<file path="config.mk">
export PLATFORM = sky130hd
export DESIGN_NAME = ring_ptr_mgr
export DESIGN_NICKNAME = d
export VERILOG_FILES = /design/src/rtl/ring_pkg.sv /design/src/rtl/ring_cfg_regs.sv /design/src/rtl/ring_ptr_pair.sv /design/src/rtl/ring_status.sv /design/src/rtl/ring_ptr_mgr.sv
export SDC_FILE = /design/constraint.sdc
export NUM_CORES = 1
export LEC_CHECK = 0
export BUFFER_PORTS_ARGS = -buffer_cell sky130_fd_sc_hd__clkbuf_2
export CORE_MARGIN = 2
export CORE_UTILIZATION = 51
export CTS_BUF_LIST = sky130_fd_sc_hd__clkbuf_2
export DETAILED_ROUTE_END_ITERATION = 6
export HOLD_SLACK_MARGIN = 0.02
export PLACE_DENSITY = 0.87
export SLEW_MARGIN = 20
export SYNTH_ARGS = -nofsm -noshare
export SYNTH_HDL_FRONTEND = slang
export SYNTH_SLANG_ARGS = --single-unit
</file>
<file path="constraint.sdc">
create_clock -name clk -period 2.6 [get_ports clk]
set_input_delay 0.13 -clock clk [delete_from_list [all_inputs] [get_ports clk]]
set_output_delay 0.13 -clock clk [all_outputs]
set_load 0.01 [all_outputs]
</file>
<file path="src/rtl/ring_pkg.sv">
package ring_pkg;

  localparam int RING_AW = 8;

  typedef enum logic [RING_AW-1:0] {
    RR_BASE   = 8'h00,
    RR_DEPTH  = 8'h04,
    RR_WRPTR  = 8'h08,
    RR_RDPTR  = 8'h0C,
    RR_COUNT  = 8'h10,
    RR_LOW_TH = 8'h14,
    RR_HI_TH  = 8'h18,
    RR_ENABLE = 8'h1C
  } ring_reg_e;

  localparam int EN_SWPTR_BIT = 0;
  localparam int EN_DEPTH_BIT = 1;
  localparam int EN_BASE_BIT  = 2;
  localparam int EN_W         = 3;

endpackage

</file>
<file path="src/rtl/ring_cfg_regs.sv">
module ring_cfg_regs
  import ring_pkg::*;
#(
  parameter int DATA_W      = 32,
  parameter int MAX_DEPTH   = 1024,
  parameter int DESC_SHIFT  = 5,
  parameter int DEPTH_SHIFT = 3,
  parameter int IDX_W       = 10,
  parameter bit HW_PRODUCER = 1'b0
) (
  input  logic               clk,
  input  logic               rst_n,
  input  logic               reg_we,
  input  logic [RING_AW-1:0] reg_addr,
  input  logic [DATA_W-1:0]  reg_wdata,
  output logic [DATA_W-1:0]  base_addr,
  output logic [IDX_W:0]     depth,
  output logic [IDX_W-1:0]   idx_mask,
  output logic [IDX_W-1:0]   low_th,
  output logic [IDX_W-1:0]   high_th,
  output logic [EN_W-1:0]    enable,
  output logic               sw_ptr_we,
  output logic [IDX_W-1:0]   sw_ptr_idx,
  output logic               depth_clr
);

  localparam ring_reg_e SW_REG = HW_PRODUCER ? RR_RDPTR : RR_WRPTR;

  // A legal ring size is a power of two from 2 up to MAX_DEPTH.
  function automatic logic depth_legal(input logic [DATA_W-1:0] w);
    logic [DATA_W-1:0] d;
    d = w >> DEPTH_SHIFT;
    return (d >= DATA_W'(2)) && (d <= DATA_W'(MAX_DEPTH)) &&
           ((d & (d - 1'b1)) == '0);
  endfunction

  // Convert a byte offset to a descriptor index.
  function automatic logic [IDX_W-1:0] bytes_to_idx(input logic [DATA_W-1:0] w);
    return w[DESC_SHIFT +: IDX_W];
  endfunction

  logic             hit_base, hit_depth, hit_low, hit_high, hit_en;
  logic [IDX_W:0]   depth_m1;

  assign hit_base  = reg_we && (reg_addr == RR_BASE)   && enable[EN_BASE_BIT];
  assign hit_depth = reg_we && (reg_addr == RR_DEPTH)  && enable[EN_DEPTH_BIT];
  assign hit_low   = reg_we && (reg_addr == RR_LOW_TH);
  assign hit_high  = reg_we && (reg_addr == RR_HI_TH);
  assign hit_en    = reg_we && (reg_addr == RR_ENABLE);

  assign depth_clr  = hit_depth && depth_legal(reg_wdata);
  assign sw_ptr_we  = reg_we && (reg_addr == SW_REG) && enable[EN_SWPTR_BIT];
  assign sw_ptr_idx = bytes_to_idx(reg_wdata) & idx_mask;

  assign depth_m1 = depth - 1'b1;
  assign idx_mask = depth_m1[IDX_W-1:0];

  always_ff @(posedge clk or negedge rst_n) begin
    if (!rst_n) begin
      base_addr <= '0;
      depth     <= (IDX_W+1)'(MAX_DEPTH);
      low_th    <= '0;
      high_th   <= '1;
      enable    <= '0;
    end else begin
      if (hit_base)
        base_addr <= {reg_wdata[DATA_W-1:DESC_SHIFT], {DESC_SHIFT{1'b0}}};
      if (depth_clr)
        depth <= reg_wdata[DEPTH_SHIFT +: IDX_W+1];
      if (hit_low)
        low_th <= reg_wdata[IDX_W-1:0];
      if (hit_high)
        high_th <= reg_wdata[IDX_W-1:0];
      if (hit_en)
        enable <= reg_wdata[EN_W-1:0];
    end
  end

endmodule

</file>
<file path="src/rtl/ring_ptr_pair.sv">
module ring_ptr_pair #(
  parameter int IDX_W       = 10,
  parameter bit HW_PRODUCER = 1'b0
) (
  input  logic             clk,
  input  logic             rst_n,
  input  logic             clr,
  input  logic [IDX_W-1:0] idx_mask,
  input  logic             sw_we,
  input  logic [IDX_W-1:0] sw_idx,
  input  logic             adv,
  input  logic             hw_stall,
  output logic             adv_ok,
  output logic [IDX_W-1:0] wr_idx,
  output logic [IDX_W-1:0] rd_idx
);

  function automatic logic [IDX_W-1:0] ring_step(input logic [IDX_W-1:0] p,
                                                 input logic [IDX_W-1:0] m);
    return (p + 1'b1) & m;
  endfunction

  assign adv_ok = adv && !hw_stall && !clr;

  logic [IDX_W-1:0] hw_q, sw_q;

  always_ff @(posedge clk or negedge rst_n) begin
    if (!rst_n)      hw_q <= '0;
    else if (clr)    hw_q <= '0;
    else if (adv_ok) hw_q <= ring_step(hw_q, idx_mask);
  end

  always_ff @(posedge clk or negedge rst_n) begin
    if (!rst_n)     sw_q <= '0;
    else if (clr)   sw_q <= '0;
    else if (sw_we) sw_q <= sw_idx;
  end

  generate
    if (HW_PRODUCER) begin : g_hw_fills
      assign wr_idx = hw_q;
      assign rd_idx = sw_q;
    end else begin : g_hw_drains
      assign wr_idx = sw_q;
      assign rd_idx = hw_q;
    end
  endgenerate

endmodule

</file>
<file path="src/rtl/ring_status.sv">
module ring_status #(
  parameter int IDX_W = 10
) (
  input  logic [IDX_W-1:0] wr_idx,
  input  logic [IDX_W-1:0] rd_idx,
  input  logic [IDX_W-1:0] idx_mask,
  input  logic [IDX_W-1:0] low_th,
  input  logic [IDX_W-1:0] high_th,
  output logic [IDX_W-1:0] count,
  output logic             empty,
  output logic             full,
  output logic             low,
  output logic             high
);

  function automatic logic [IDX_W-1:0] occupancy(input logic [IDX_W-1:0] w,
                                                 input logic [IDX_W-1:0] r,
                                                 input logic [IDX_W-1:0] m);
    return (w - r) & m;
  endfunction

  assign count = occupancy(wr_idx, rd_idx, idx_mask);
  assign empty = (count == '0);
  assign full  = (count == idx_mask);
  assign low   = (count <= low_th);
  assign high  = (count >= high_th);

endmodule

</file>
<file path="src/rtl/ring_ptr_mgr.sv">
module ring_ptr_mgr
  import ring_pkg::*;
#(
  parameter int DATA_W      = 32,
  parameter int MAX_DEPTH   = 1024,
  parameter int DESC_BYTES  = 32,
  parameter int DEPTH_SHIFT = 3,
  parameter bit HW_PRODUCER = 1'b0
) (
  input  logic                         clk,
  input  logic                         rst_n,
  input  logic                         reg_we,
  input  logic [RING_AW-1:0]           reg_addr,
  input  logic [DATA_W-1:0]            reg_wdata,
  output logic [DATA_W-1:0]            reg_rdata,
  input  logic                         dma_adv,
  output logic                         dma_adv_ok,
  output logic [$clog2(MAX_DEPTH)-1:0] dma_idx,
  output logic [DATA_W-1:0]            ring_base,
  output logic [$clog2(MAX_DEPTH)-1:0] ring_count,
  output logic                         ring_empty,
  output logic                         ring_full,
  output logic                         ring_low,
  output logic                         ring_high
);

  localparam int IDX_W      = $clog2(MAX_DEPTH);
  localparam int DESC_SHIFT = $clog2(DESC_BYTES);

  logic [IDX_W:0]   depth;
  logic [IDX_W-1:0] idx_mask, low_th, high_th;
  logic [EN_W-1:0]  enable;
  logic             sw_ptr_we, depth_clr, hw_stall, adv_ok;
  logic [IDX_W-1:0] sw_ptr_idx, wr_idx, rd_idx;

  ring_cfg_regs #(
    .DATA_W(DATA_W), .MAX_DEPTH(MAX_DEPTH), .DESC_SHIFT(DESC_SHIFT),
    .DEPTH_SHIFT(DEPTH_SHIFT), .IDX_W(IDX_W), .HW_PRODUCER(HW_PRODUCER)
  ) u_cfg (
    .clk(clk), .rst_n(rst_n), .reg_we(reg_we), .reg_addr(reg_addr),
    .reg_wdata(reg_wdata), .base_addr(ring_base), .depth(depth),
    .idx_mask(idx_mask), .low_th(low_th), .high_th(high_th),
    .enable(enable), .sw_ptr_we(sw_ptr_we), .sw_ptr_idx(sw_ptr_idx),
    .depth_clr(depth_clr)
  );

  generate
    if (HW_PRODUCER) begin : g_stall_full
      assign hw_stall = ring_full;
      assign dma_idx  = wr_idx;
    end else begin : g_stall_empty
      assign hw_stall = ring_empty;
      assign dma_idx  = rd_idx;
    end
  endgenerate

  ring_ptr_pair #(.IDX_W(IDX_W), .HW_PRODUCER(HW_PRODUCER)) u_ptr (
    .clk(clk), .rst_n(rst_n), .clr(depth_clr), .idx_mask(idx_mask),
    .sw_we(sw_ptr_we), .sw_idx(sw_ptr_idx), .adv(dma_adv),
    .hw_stall(hw_stall), .adv_ok(adv_ok), .wr_idx(wr_idx), .rd_idx(rd_idx)
  );

  assign dma_adv_ok = adv_ok;

  ring_status #(.IDX_W(IDX_W)) u_stat (
    .wr_idx(wr_idx), .rd_idx(rd_idx), .idx_mask(idx_mask),
    .low_th(low_th), .high_th(high_th), .count(ring_count),
    .empty(ring_empty), .full(ring_full), .low(ring_low), .high(ring_high)
  );

  always_comb begin
    case (reg_addr)
      RR_BASE:   reg_rdata = ring_base;
      RR_DEPTH:  reg_rdata = DATA_W'(depth) << DEPTH_SHIFT;
      RR_WRPTR:  reg_rdata = DATA_W'(wr_idx) << DESC_SHIFT;
      RR_RDPTR:  reg_rdata = DATA_W'(rd_idx) << DESC_SHIFT;
      RR_COUNT:  reg_rdata = DATA_W'(ring_count);
      RR_LOW_TH: reg_rdata = DATA_W'(low_th);
      RR_HI_TH:  reg_rdata = DATA_W'(high_th);
      RR_ENABLE: reg_rdata = DATA_W'(enable);
      default:   reg_rdata = '0;
    endcase
  end

endmodule

</file>
==> impl_metrics.prom <==
# TYPE chip_impl_metric gauge
chip_impl_metric{name="first_iter_violations",unit=""} 743
chip_impl_metric{name="p_switching",unit="mW"} 1.27
chip_impl_metric{name="diodes",unit=""} 0
chip_impl_metric{name="cts_buffer_depth",unit=""} 2
chip_impl_metric{name="clk_pin_slew_worst_paths",unit="ps"} 300
chip_impl_metric{name="final_critical_path_setup_slack",unit="ps"} -1080
chip_impl_metric{name="initial_utilization",unit="%"} 51.6
chip_impl_info{name="post-synth-top-count-cell",value="dfrtp_1"} 1
chip_impl_metric{name="hpwl",unit="um"} 13900
chip_impl_metric{name="synth.avg_cell_area",unit="sq um"} 9.58
chip_impl_metric{name="layout.core_utilization",unit="%"} 76.3
chip_impl_metric{name="relSlewSlack",unit="%"} 49.4
chip_impl_metric{name="clock-sinks",unit=""} 81
chip_impl_metric{name="post_drt_via_cell_ratio",unit=""} 6.12
chip_impl_metric{name="grt_antenna_before_repair",unit=""} 0
chip_impl_metric{name="placement_rows",unit=""} 38
chip_impl_metric{name="totalWireLength",unit="um"} 20800
chip_impl_metric{name="hold_violations",unit=""} 0
chip_impl_info{name="worstSetupPathType",value="flop to primary output"} 1
chip_impl_metric{name="slew_violations",unit=""} 0
chip_impl_metric{name="worst_hold_slack",unit="ps"} 21.0
chip_impl_metric{name="route.detailed.drc",unit=""} 23
chip_impl_metric{name="dieArea",unit="sq um"} 11700
chip_impl_metric{name="h-tree-depth",unit=""} 3
chip_impl_metric{name="ir_drop",unit="mV"} 0.285
chip_impl_metric{name="fin_skew",unit="ps"} 53.1
chip_impl_info{name="endpoint_kind",value="primary output"} 1
chip_impl_metric{name="detailedPlace.worstSlack",unit="ps"} -383
chip_impl_metric{name="fraction_of_final_layout_cells_with_drive_strength_greater_than_1",unit="%"} 48.0
chip_impl_metric{name="synth-seq-area-share",unit="%"} 36.8
chip_impl_info{name="yosys_most_used_dff",value="dfrtp_1"} 1
chip_impl_metric{name="groute.usage.overall",unit="%"} 34.8
chip_impl_metric{name="netlist.area_leader.share",unit="%"} 31.6
chip_impl_metric{name="fillers",unit=""} 693
chip_impl_metric{name="yosys_register_bits",unit=""} 81
chip_impl_info{name="failing_checks",value="design-rule violations, negative setup slack"} 1
chip_impl_metric{name="gp_routability_congestion",unit=""} 1.06
chip_impl_metric{name="antenna_left",unit=""} 0
chip_impl_metric{name="power.combinational.fraction",unit="%"} 44.9
chip_impl_metric{name="fin_cells",unit=""} 999
chip_impl_metric{name="fin_setup_tns",unit="ps"} -13960
chip_impl_metric{name="setup_viol",unit=""} 29
chip_impl_metric{name="die_x",unit="um"} 108
chip_impl_metric{name="finalInstanceArea",unit="sq um"} 8200
chip_impl_metric{name="gr_overflow_total",unit=""} 0
chip_impl_metric{name="dpl-instance-area",unit="sq um"} 7040
chip_impl_metric{name="leakagePower",unit="nW"} 3.93
chip_impl_metric{name="first_global_vias",unit=""} 5989
chip_impl_info{name="outcome",value="finished with violations"} 1
chip_impl_metric{name="grt_first_pass_wirelength",unit="um"} 31300
chip_impl_metric{name="worst_pin_slew",unit="ps"} 757
chip_impl_metric{name="pwr-share-clk",unit="%"} 18.3
chip_impl_metric{name="synthCells",unit=""} 579
chip_impl_metric{name="critical_path.max_fanout",unit=""} 3
chip_impl_metric{name="internal_power",unit="mW"} 2.32
chip_impl_metric{name="avgRoutedWirePerCell",unit="um"} 20.8
chip_impl_metric{name="die_height",unit="um"} 108
chip_impl_metric{name="post-route-min-period",unit="ps"} 3680
chip_impl_info{name="post_synth_most_frequent_cells",value="70 x dfrtp_1, 54 x mux2_2, 40 x inv_1, 34 x nand2_1, 33 x o21ai_0"} 1
chip_impl_metric{name="share_seq_of_total_power",unit="%"} 36.8
chip_impl_info{name="cts_tree",value="yes"} 1
chip_impl_metric{name="synth-edff-count",unit=""} 0
chip_impl_metric{name="async_set_reset_flop_share_out_of_synthesis",unit="%"} 100
chip_impl_metric{name="port_buffers",unit=""} 127
chip_impl_info{name="setup_repair_after_global_routing_missed_its_margin",value="yes"} 1
chip_impl_info{name="cp_startpoint_kind",value="flop"} 1
chip_impl_metric{name="finalPower",unit="mW"} 3.59
chip_impl_metric{name="cts_buffers",unit=""} 9
chip_impl_metric{name="synthToLayoutAreaGrowth",unit="%"} 47.9
chip_impl_metric{name="placedCellCount",unit=""} 912
chip_impl_metric{name="finish.net_count",unit=""} 930
chip_impl_info{name="synth_top_cells_by_area",value="dfrtp_1 32%, mux2_2 11%, ha_1 7.0%"} 1
chip_impl_metric{name="yosys_warnings",unit=""} 0
chip_impl_metric{name="core",unit="sq um"} 10700
chip_impl_metric{name="area_of_the_mapped_netlist",unit="sq um"} 5540
chip_impl_metric{name="grt_start_max_net_pins",unit=""} 59
chip_impl_metric{name="fmaxAchievable",unit="GHz"} 0.272
chip_impl_metric{name="p_per_area",unit="nW/um^2"} 438
chip_impl_info{name="timing.hold.worst.class",value="primary input to flop"} 1
chip_impl_metric{name="synth_cell_types",unit=""} 62
chip_impl_info{name="ctsRootBufferMaster",value="clkbuf_2"} 1
chip_impl_metric{name="cp_data_arrival_time",unit="ps"} 3550
chip_impl_metric{name="period_share",unit="%"} 141
chip_impl_metric{name="pin_count",unit=""} 133
chip_impl_metric{name="via_count",unit=""} 6113
chip_impl_metric{name="switching_power_as_a_share_of_total_power",unit="%"} 35.4
chip_impl_metric{name="drv.max_cap_violation_count",unit=""} 0
chip_impl_metric{name="worst-endpoint-required",unit="ps"} 2470
chip_impl_metric{name="first_pass_iters",unit=""} 7
chip_impl_metric{name="clock_latency_of_the_later_clocked_register_in_the_worst_skew_pair",unit="ps"} 590
chip_impl_info{name="synthDominantAreaCellType",value="dfrtp_1"} 1
final timing paths:
| check | from | to | slack [ps] | depth (start not counted) |
|---|---|---|---|---|
| min in group asynchronous | rst_n | u_cfg.low_th[5] | 100 | 2 |
| worst max register to register | u_ptr.rd_idx[1] | u_ptr.rd_idx[4] | -470 | 11 |
| max in group asynchronous | rst_n | u_cfg.depth[10] | 1690 | 3 |
| worst max-delay path | u_ptr.rd_idx[1] | ring_low | -1080 | 12 |
| worst min register to register | u_cfg.high_th[6] | u_cfg.high_th[6] | 530 | 2 |
| worst min-delay path | dma_adv | u_ptr.rd_idx[1] | 20 | 3 |
final cells by class:
| cell class | instances | area (sq um) | share of cell area, % |
|---|---|---|---|
| inverters | 40 | 150 | 1.83 |
| multi-input cells | 432 | 3670 | 44.8 |
| clock buffers | 10 | 50.0 | 0.610 |
| clock inverters | 6 | 48.8 | 0.595 |
| repair buffers | 290 | 2060 | 25.1 |
| well taps | 140 | 175 | 2.14 |
| flip-flops and latches | 81 | 2040 | 24.9 |
registers in the layout, summed over array words and instances, names as in the netlist:
signal / cells
u_cfg.low_th: 10
u_ptr.wr_idx: 10
u_cfg.enable: 3
u_ptr.rd_idx: 10
u_cfg.base_addr: 27
u_cfg.depth: 11
u_cfg.high_th: 10
power by group through the flow:
stage	Combinational (mW)	Sequential [mW]	Clock (mW)
CTS	1.42	1.32	0.644
global placement	0.917	1.33	0
finish	1.61	1.32	0.656
floorplan	0.579	1.34	0
detailed placement	0.944	1.34	0
global route	1.71	1.32	0.710
cell usage in the layout, fill, tap and decap left out, types with 25 or more instances in the layout:
cell type      netlist  final
clkbuf_2             0    125
dlygate4sd3_1        0     33
nor2_1              32     26
mux2_2              54     54
inv_1               40     35
nand2_1             34     33
o21ai_0             33     27
buf_4                8    108
buf_6                1     25
dfrtp_1             70     68
metal layers:
layer | share of wire [%] | vias up | track usage, %
met1 | 37 | 2918 | 45.2
met3 | 10 | 94 | 6.03
li1 | - | 2662 | -
met5 | 0 | - | 0
met2 | 48 | 439 | 57.8
met4 | 4.3 | 0 | 14.1
repair_timing:
action | CTS | global route
hold buffers | 33 | 0
hold endpoints to repair | 115 | 0
setup endpoints to repair | 26 | 30
pin swaps | 24 | 19
setup buffers | 34 | 11
resized for setup | 47 | 52
cells by family (layout without fill, tap and decap cells):
kind of cell | after synthesis | in the layout | share of synthesized area [%]
simple gates | 179 | 179 | 18.1
compound gates | 124 | 124 | 14.6
flops | 81 | 81 | 36.8
mux | 74 | 74 | 14.7
buf+inv | 70 | 346 | 5.46
fa+ha+maj | 34 | 34 | 7.74
xor+xnor | 16 | 16 | 2.53
other cells | 1 | 5 | 0.0676
worst max-delay path: stages (launching register included):
cell	delay [ps]
dfrtp_1	490
buf_4	160
fa_2	400
nand2b_4	180
a21oi_4	260
buf_4	160
nor4_2	50
a311oi_4	340
ha_1	320
a21oi_1	150
nor2b_1	80
o31ai_2	210
buf_2	170
No activity file was read; power rests on OpenSTA's default activity.
